<file path="src/rtl/frame_hdr_pkg.sv">
package frame_hdr_pkg;
  // Fold one header byte into the running check value.
  function automatic logic [7:0] hdr_fold(input logic [7:0] acc, input logic [7:0] b);
    return acc ^ b;
  endfunction

  // Full-byte comparison of computed value against the received check byte.
  function automatic logic chk_ok(input logic [7:0] calc, input logic [7:0] rx);
    return (calc == rx);
  endfunction
endpackage

</file>
<file path="src/rtl/frame_collector.sv">
module frame_collector #(
  parameter int HDR_BYTES  = 4,
  parameter int BODY_BYTES = 8,
  localparam int NBYTES = HDR_BYTES + BODY_BYTES + 1,
  localparam int IDX_W  = $clog2(NBYTES)
) (
  input  logic                  clk,
  input  logic                  rst_n,
  input  logic [7:0]            in_byte,
  input  logic                  in_valid,
  output logic [IDX_W-1:0]      pos,
  output logic [NBYTES*8-1:0]   frame_q,
  output logic                  frame_done
);
  localparam logic [IDX_W-1:0] LAST = IDX_W'(NBYTES - 1);

  always_ff @(posedge clk or negedge rst_n) begin
    if (!rst_n) begin
      pos        <= '0;
      frame_done <= 1'b0;
    end else begin
      frame_done <= in_valid && (pos == LAST);
      if (in_valid) pos <= (pos == LAST) ? '0 : pos + 1'b1;
    end
  end

  for (genvar i = 0; i < NBYTES; i++) begin : g_lane
    always_ff @(posedge clk or negedge rst_n) begin
      if (!rst_n)                                  frame_q[i*8 +: 8] <= '0;
      else if (in_valid && pos == IDX_W'(i))       frame_q[i*8 +: 8] <= in_byte;
    end
  end
endmodule

</file>
<file path="src/rtl/hdr_xor_unit.sv">
module hdr_xor_unit
  import frame_hdr_pkg::*;
#(
  parameter int HDR_BYTES  = 4,
  parameter int BODY_BYTES = 8,
  localparam int NBYTES = HDR_BYTES + BODY_BYTES + 1,
  localparam int IDX_W  = $clog2(NBYTES)
) (
  input  logic             clk,
  input  logic             rst_n,
  input  logic [7:0]       in_byte,
  input  logic             in_valid,
  input  logic [IDX_W-1:0] pos,
  output logic [7:0]       hdr_acc
);
  always_ff @(posedge clk or negedge rst_n) begin
    if (!rst_n) hdr_acc <= '0;
    else if (in_valid) begin
      if (pos == '0)                        hdr_acc <= in_byte;        // fresh frame
      else if (pos < IDX_W'(HDR_BYTES))     hdr_acc <= hdr_fold(hdr_acc, in_byte);
    end
  end
endmodule

</file>
<file path="src/rtl/fwd_gate.sv">
module fwd_gate
  import frame_hdr_pkg::*;
#(
  parameter int HDR_BYTES  = 4,
  parameter int BODY_BYTES = 8,
  localparam int NBYTES = HDR_BYTES + BODY_BYTES + 1,
  localparam int CHK_IDX = NBYTES - 1
) (
  input  logic                clk,
  input  logic                rst_n,
  input  logic                frame_done,
  input  logic [NBYTES*8-1:0] frame_q,
  input  logic [7:0]          hdr_acc,
  output logic [NBYTES*8-1:0] out_frame,
  output logic                out_valid,
  output logic                chk_err
);
  logic match;
  assign match = chk_ok(hdr_acc, frame_q[CHK_IDX*8 +: 8]);

  always_ff @(posedge clk or negedge rst_n) begin
    if (!rst_n) begin
      out_frame <= '0;
      out_valid <= 1'b0;
      chk_err   <= 1'b0;
    end else begin
      out_valid <= frame_done && match;
      chk_err   <= frame_done && !match;          // aborts this frame's forward
      if (frame_done && match) out_frame <= frame_q;
    end
  end
endmodule

</file>
<file path="src/rtl/frame_hdr_check.sv">
module frame_hdr_check #(
  parameter int HDR_BYTES  = 4,
  parameter int BODY_BYTES = 8,
  localparam int NBYTES = HDR_BYTES + BODY_BYTES + 1,
  localparam int IDX_W  = $clog2(NBYTES)
) (
  input  logic                clk,
  input  logic                rst_n,
  input  logic [7:0]          in_byte,
  input  logic                in_valid,
  output logic [NBYTES*8-1:0] out_frame,
  output logic                out_valid,
  output logic                chk_err
);
  logic [IDX_W-1:0]    pos;
  logic [NBYTES*8-1:0] frame_q;
  logic                frame_done;
  logic [7:0]          hdr_acc;

  frame_collector #(.HDR_BYTES(HDR_BYTES), .BODY_BYTES(BODY_BYTES)) u_col (
    .clk(clk), .rst_n(rst_n), .in_byte(in_byte), .in_valid(in_valid),
    .pos(pos), .frame_q(frame_q), .frame_done(frame_done));

  hdr_xor_unit #(.HDR_BYTES(HDR_BYTES), .BODY_BYTES(BODY_BYTES)) u_xor (
    .clk(clk), .rst_n(rst_n), .in_byte(in_byte), .in_valid(in_valid),
    .pos(pos), .hdr_acc(hdr_acc));

  fwd_gate #(.HDR_BYTES(HDR_BYTES), .BODY_BYTES(BODY_BYTES)) u_gate (
    .clk(clk), .rst_n(rst_n), .frame_done(frame_done), .frame_q(frame_q),
    .hdr_acc(hdr_acc), .out_frame(out_frame), .out_valid(out_valid), .chk_err(chk_err));
endmodule

</file>
<file path="config.mk">
export PLATFORM = sky130hd
export DESIGN_NAME = frame_hdr_check
export DESIGN_NICKNAME = d
export VERILOG_FILES = /design/src/rtl/frame_hdr_pkg.sv /design/src/rtl/frame_collector.sv /design/src/rtl/hdr_xor_unit.sv /design/src/rtl/fwd_gate.sv /design/src/rtl/frame_hdr_check.sv
export SDC_FILE = /design/constraint.sdc
export NUM_CORES = 1
export LEC_CHECK = 0
export CORE_MARGIN = 4
export CORE_UTILIZATION = 53
export DETAILED_ROUTE_END_ITERATION = 10
export DONT_BUFFER_PORTS = 1
export PLACE_DENSITY_LB_ADDON = 0.2
export SLEW_MARGIN = 0
export SYNTH_ARGS = -nofsm -noshare
export SYNTH_HDL_FRONTEND = slang
export SYNTH_HIERARCHICAL = 1
export SYNTH_SLANG_ARGS = --single-unit
</file>
<file path="constraint.sdc">
create_clock -name clk -period 5.83 [get_ports clk]
set_input_delay 1.4575 -clock clk [delete_from_list [all_inputs] [get_ports clk]]
set_output_delay 1.4575 -clock clk [all_outputs]
set_load 0.1 [all_outputs]
</file>
# --- Word level (Yosys, flattened, before mapping) ---
# Cells that the tools add are included.
classes:
  n_addsub: 1
  magnitude_cmp: 1
  eq_ne: 13
  muxes: 3
  bitwise: 1
  reduce_logical: 19
op_table:
  columns: ["op", "count"]
  rows:
  - ["equality test 4 bit, second input constant", 5]
  - ["equality test 4 x 3 -> 1 bit, second input constant", 4]
  - ["2-to-1 mux 8 bit", 2]
  - ["logical AND 1 bit", 15]
  - ["equality test 4 x 2 -> 1 bit, second input constant", 2]
  - ["equality test 8 bit", 1]
  - ["XOR 8 bit", 1]
  - ["adder 4 x 1 -> 4 bit, second input constant", 1]
  - ["equality test 4 x 1 -> 1 bit, second input constant", 1]
  - ["zero test 4 bit", 1]
  - ["< comparator 4 x 3 -> 1 bit, second input constant", 1]
  - ["2-to-1 mux 4 bit", 1]
  - ["AND reduction 2 bit", 1]
  - ["nonzero test 2 bit", 1]
  - ["zero test 1 bit", 1]
word_totals:
  regBits: 223
  in_bits: 11
  output_inout_bits: 106
  wordCells: 57

# --- Longest topological paths before layout ---
logic_depth:
  depth_word: 3
  depth_mapped: 6

# --- Cells and area by module ---
# The synthesis kept the hierarchy.
by_module_without_submodules:
  columns: ["mod", "instances", "cells_per_inst", "area_per_inst_um2", "seq_area_each_um2"]
  rows:
  - ["frame_collector", 1, 268, 4292.9, 2727.6]
  - ["fwd_gate", 1, 236, 4013.8, 2652.5]
  - ["hdr_xor_unit", 1, 51, 503.0, 200.2]

# --- Worst setup path after synthesis ---
# OpenSTA, ideal clock, no wires.
synth_path:
  path_kind: "input -> register"
  startpoint: "input port in_valid"
  endpoint: "register u_col.frame_q[0]"
  setup_ns: 0.125
  arrival_ns: 2.410
  slack_ns: 3.295
  cell_stages: 5
  path_cell_list: "buf_2 > and2b_4 > and3b_1 > buf_2 > mux2_2"
synth_between:
  elab_chain_cells: 1
synth_rtl:
  columns: ["element", "line_no", "rtl"]
  rows:
  - ["start: declaration", "frame_hdr_check.sv:10", "input logic in_valid,"]
  - ["logical AND 1 bit", "frame_collector.sv:30", "else if (in_valid && pos == IDX_W'(i)) frame_q[i*8 +: 8] <= in_byte;"]
  - ["end signal: indexed assignment", "frame_collector.sv:30", null]
  - ["end: declaration", "frame_collector.sv:12", "output logic [NBYTES*8-1:0] frame_q,"]
# Every way passes these cells.
# A chain may end at the register's enable or synchronous reset.

# --- Worst setup path after layout ---
layout_path:
  startpoint: "register u_gate.out_frame[33]"
  endpoint: "output port out_frame[33]"
layout_lines:
  columns: ["element", "line_no", "rtl"]
  rows:
  - ["start: declaration", "fwd_gate.sv:14", "output logic [NBYTES*8-1:0] out_frame,"]
  - ["start signal: assignment", "fwd_gate.sv:29", "if (frame_done && match) out_frame <= frame_q;"]
  - ["end: declaration", "frame_hdr_check.sv:11", "output logic [NBYTES*8-1:0] out_frame,"]
# No word-level cell between the ends.

==> impl_metrics.tcl <==
set metrics [dict create \
    drt_wl_total_um 17130 \
    timing.final.ws_setup_ns 2.909 \
    wl_per_cell_um 21.82 \
    rsz0062_at_grt "no" \
    synth_edf_count 0 \
    drt_iter0_drc 199 \
    start_kind "flop" \
    vias 4421 \
    hold_violations 0 \
    p_int_w 0.003187 \
    pwr-share-seq_pct 51.7 \
    io_buffers 0 \
    die_area_sq_mm 0.01875 \
    placement.cell_area_sq_mm 0.008912 \
    clk_pin_slew_worst_paths_ns 0.06 \
    io_pins 117 \
    syn_inst 555 \
    highest_layer "met4" \
    yosysMostFrequentCell "dfrtp_1" \
    grt_overflow 0 \
    yosys.area.top_type "dfrtp_1" \
    viasPerCell 5.632 \
    worstSkewPairLatency_ns 0.50 \
    syn_avg_cell_area_sq_um 15.87 \
    htree_levels 1 \
    synth_nets 570 \
    wl_met2_um 8213 \
    antenna_found_initial 0 \
    status "completed" \
    hold_depth 1 \
    routabilityCongestion 0.7295 \
    fmax_mhz 342.4 \
    finalInstanceArea_sq_mm 0.009661 \
    finalSetupViolations 0 \
    ys_types 38 \
    finClkSkew_ns 0.01492 \
    cts_resized 0 \
    synthArstFlopShare_pct 100.0 \
    nets 568 \
    cts_buffers 22 \
    fin_setup_tns_ns 0 \
    synth_area_leaders "dfrtp_1, mux2_2, mux2_1, xor2_1, buf_6" \
    synth_top_area_share_pct 63.34 \
    end_kind "output pin" \
    ys_warn_count 6 \
    post-route-period-util_pct 50.10 \
    grt_pass1_vias 4911 \
    drtAntennaViolNets 0 \
    p_leak_nw 4.736 \
    power_switching_w 0.001121 \
    rrSetupSlack_ns 3.56 \
    cts_tree "built" \
    swShare_pct 26.03 \
    hold_end "u_gate/out_frame[71]" \
    start_util_pct 54.86 \
    worst_ep_arrival_time_ns 1.46 \
    r2r-end "u_xor/hdr_acc[3]" \
    synth_area_sq_mm 0.008810 \
    synth_seq_cells 223 \
    track_usage_pct 18.98 \
    grt_pass1_wl_um 27620 \
    antennaDiodeCount 0 \
    maxCapViolCount 0 \
    place_ws_ns 2.877 \
    die_y_um 136.9 \
    grt_start_max_net_pins 224 \
    required_ns 4.37 \
    hpwl_um 10540 \
    r2r_cells 3 \
    firstDrtPassIters 4 \
    post-cts-setup-buffers 0 \
    slew_viol_final 0 \
    coreArea_sq_mm 0.01606 \
    wl_met3_um 1458 \
    drcViolationCount 0 \
    tightest_slew_ns 1.203 \
    hp-start "u_col/frame_q[71]" \
    cts_buffer_depth 3 \
    cts.sinks 223 \
    ir_worst_vdd_v 0.0002123 \
    powerDensity_mw_per_mm2 446.0 \
    dp.cells 745 \
    pwr-share-clk_pct 33.5 \
    p_comb_share_pct 14.9 \
    path_max_fanout 2 \
    wl_met1_um 7248 \
    relSlewSlack_pct 19.42 \
    synthFlopType "dfrtp_1" \
    clockRootBuffer "clkbuf_16" \
    yosys-top-cells-count "dfrtp_1, mux2_2, mux2_1" \
    std_cell_rows 46 \
    worstSetupPathType "reg2out" \
    area_growth_pct 9.658 \
    final_core_util_pct 60.16 \
    hold_class "reg2reg" \
    stdcell_count 785 \
    drive_above_1_share_pct 30.58 \
    fin_crit_ns 2.921 \
    cts_hold_buf 0 \
    seq_area_frac_synth_pct 63.34 \
    r2r-start "u_col/pos[3]" \
    die_x_um 136.9 \
]
==> power groups by stage <==
stage          combinational, W  sequential, W  clock, W
2_1_floorplan          0.000610        0.00215         0
6_report               0.000640        0.00223   0.00144
4_1_cts                0.000644        0.00223   0.00148
3_3_place_gp           0.000594        0.00223         0
3_5_place_dp           0.000638        0.00226         0
5_1_grt                0.000715        0.00229   0.00155
==> cells in the final DEF (no fill, tap or decap), types with 7 or more instances in the layout <==
master,n
mux2_2,118
nand3_1,13
dfrtp_1,223
xor2_1,8
o21ai_0,7
clkbuf_16,23
mux2_1,90
==> final cells by class <==
class	instances	area [sq um]
sequential	223	5580
timing repair buffer	2	15.01
tap	216	270.3
fill	1230	6397
clock inverter	12	143.9
inverter	6	22.52
clock buffer	28	604.3
multi-input combinational	298	3024
==> worst max-delay path by stage <==
| stage | cells after the start | slack [ns] | startpoint | endpoint |
|---|---|---|---|---|
| final | 0 | 2.91 | u_gate/out_frame[33] | out_frame[33] |
| after global routing | 0 | 2.86 | u_gate/out_frame[18] | out_frame[18] |
| after CTS | 0 | 2.89 | u_gate/out_frame[55] | out_frame[55] |
| after detailed placement | 3 | 2.88 | in_valid | u_xor/hdr_acc[3] |
| after global placement | 3 | 3.06 | in_valid | u_xor/hdr_acc[5] |
| after floorplan | 5 | 3.30 | in_valid | u_col/frame_q[0] |
==> per-stage QoR <==
| step | hold slack (ns) | power [W] |
|---|---|---|
| finish | 0.4804 | 0.004309 |
| global route | 0.5031 | 0.004547 |
| CTS | 0.4864 | 0.004357 |
| detailed placement | 0.4726 | 0.002901 |
| global placement | 0.4604 | 0.002825 |
| floorplan | 0.4522 | 0.002755 |
==> cells by family (layout without fill, tap and decap cells) <==
| family | after synthesis | in the layout | share of synthesized area (%) |
|---|---|---|---|
| AO/OA/AOI/OAI | 19 | 19 | 1.264 |
| XOR/XNOR | 8 | 8 | 0.7954 |
| flip-flops | 223 | 223 | 63.34 |
| buffers and inverters | 34 | 48 | 2.329 |
| AND/OR/NAND/NOR | 54 | 54 | 4.545 |
| multiplexers | 213 | 213 | 27.16 |
| adder cells (fa/ha/maj) | 4 | 4 | 0.5681 |
==> sequential cells by signal, indices dropped and copies added (netlist names) <==
| name | cells |
|---|---|
| u_col/frame_done | 1 |
| u_gate/out_frame | 104 |
| u_gate/out_valid | 1 |
| u_gate/chk_err | 1 |
| u_col/frame_q | 104 |
| u_xor/hdr_acc | 8 |
| u_col/pos | 4 |
==> routing by layer <==
layer  vias to the layer above  global-route usage [%]
met5                         -                       0
met4                         0                   4.878
met3                        15                   6.213
li1                       1954                       -
met1                      2337                   24.98
met2                       115                   30.65
Note: power is estimated with default switching activity, not from simulation.
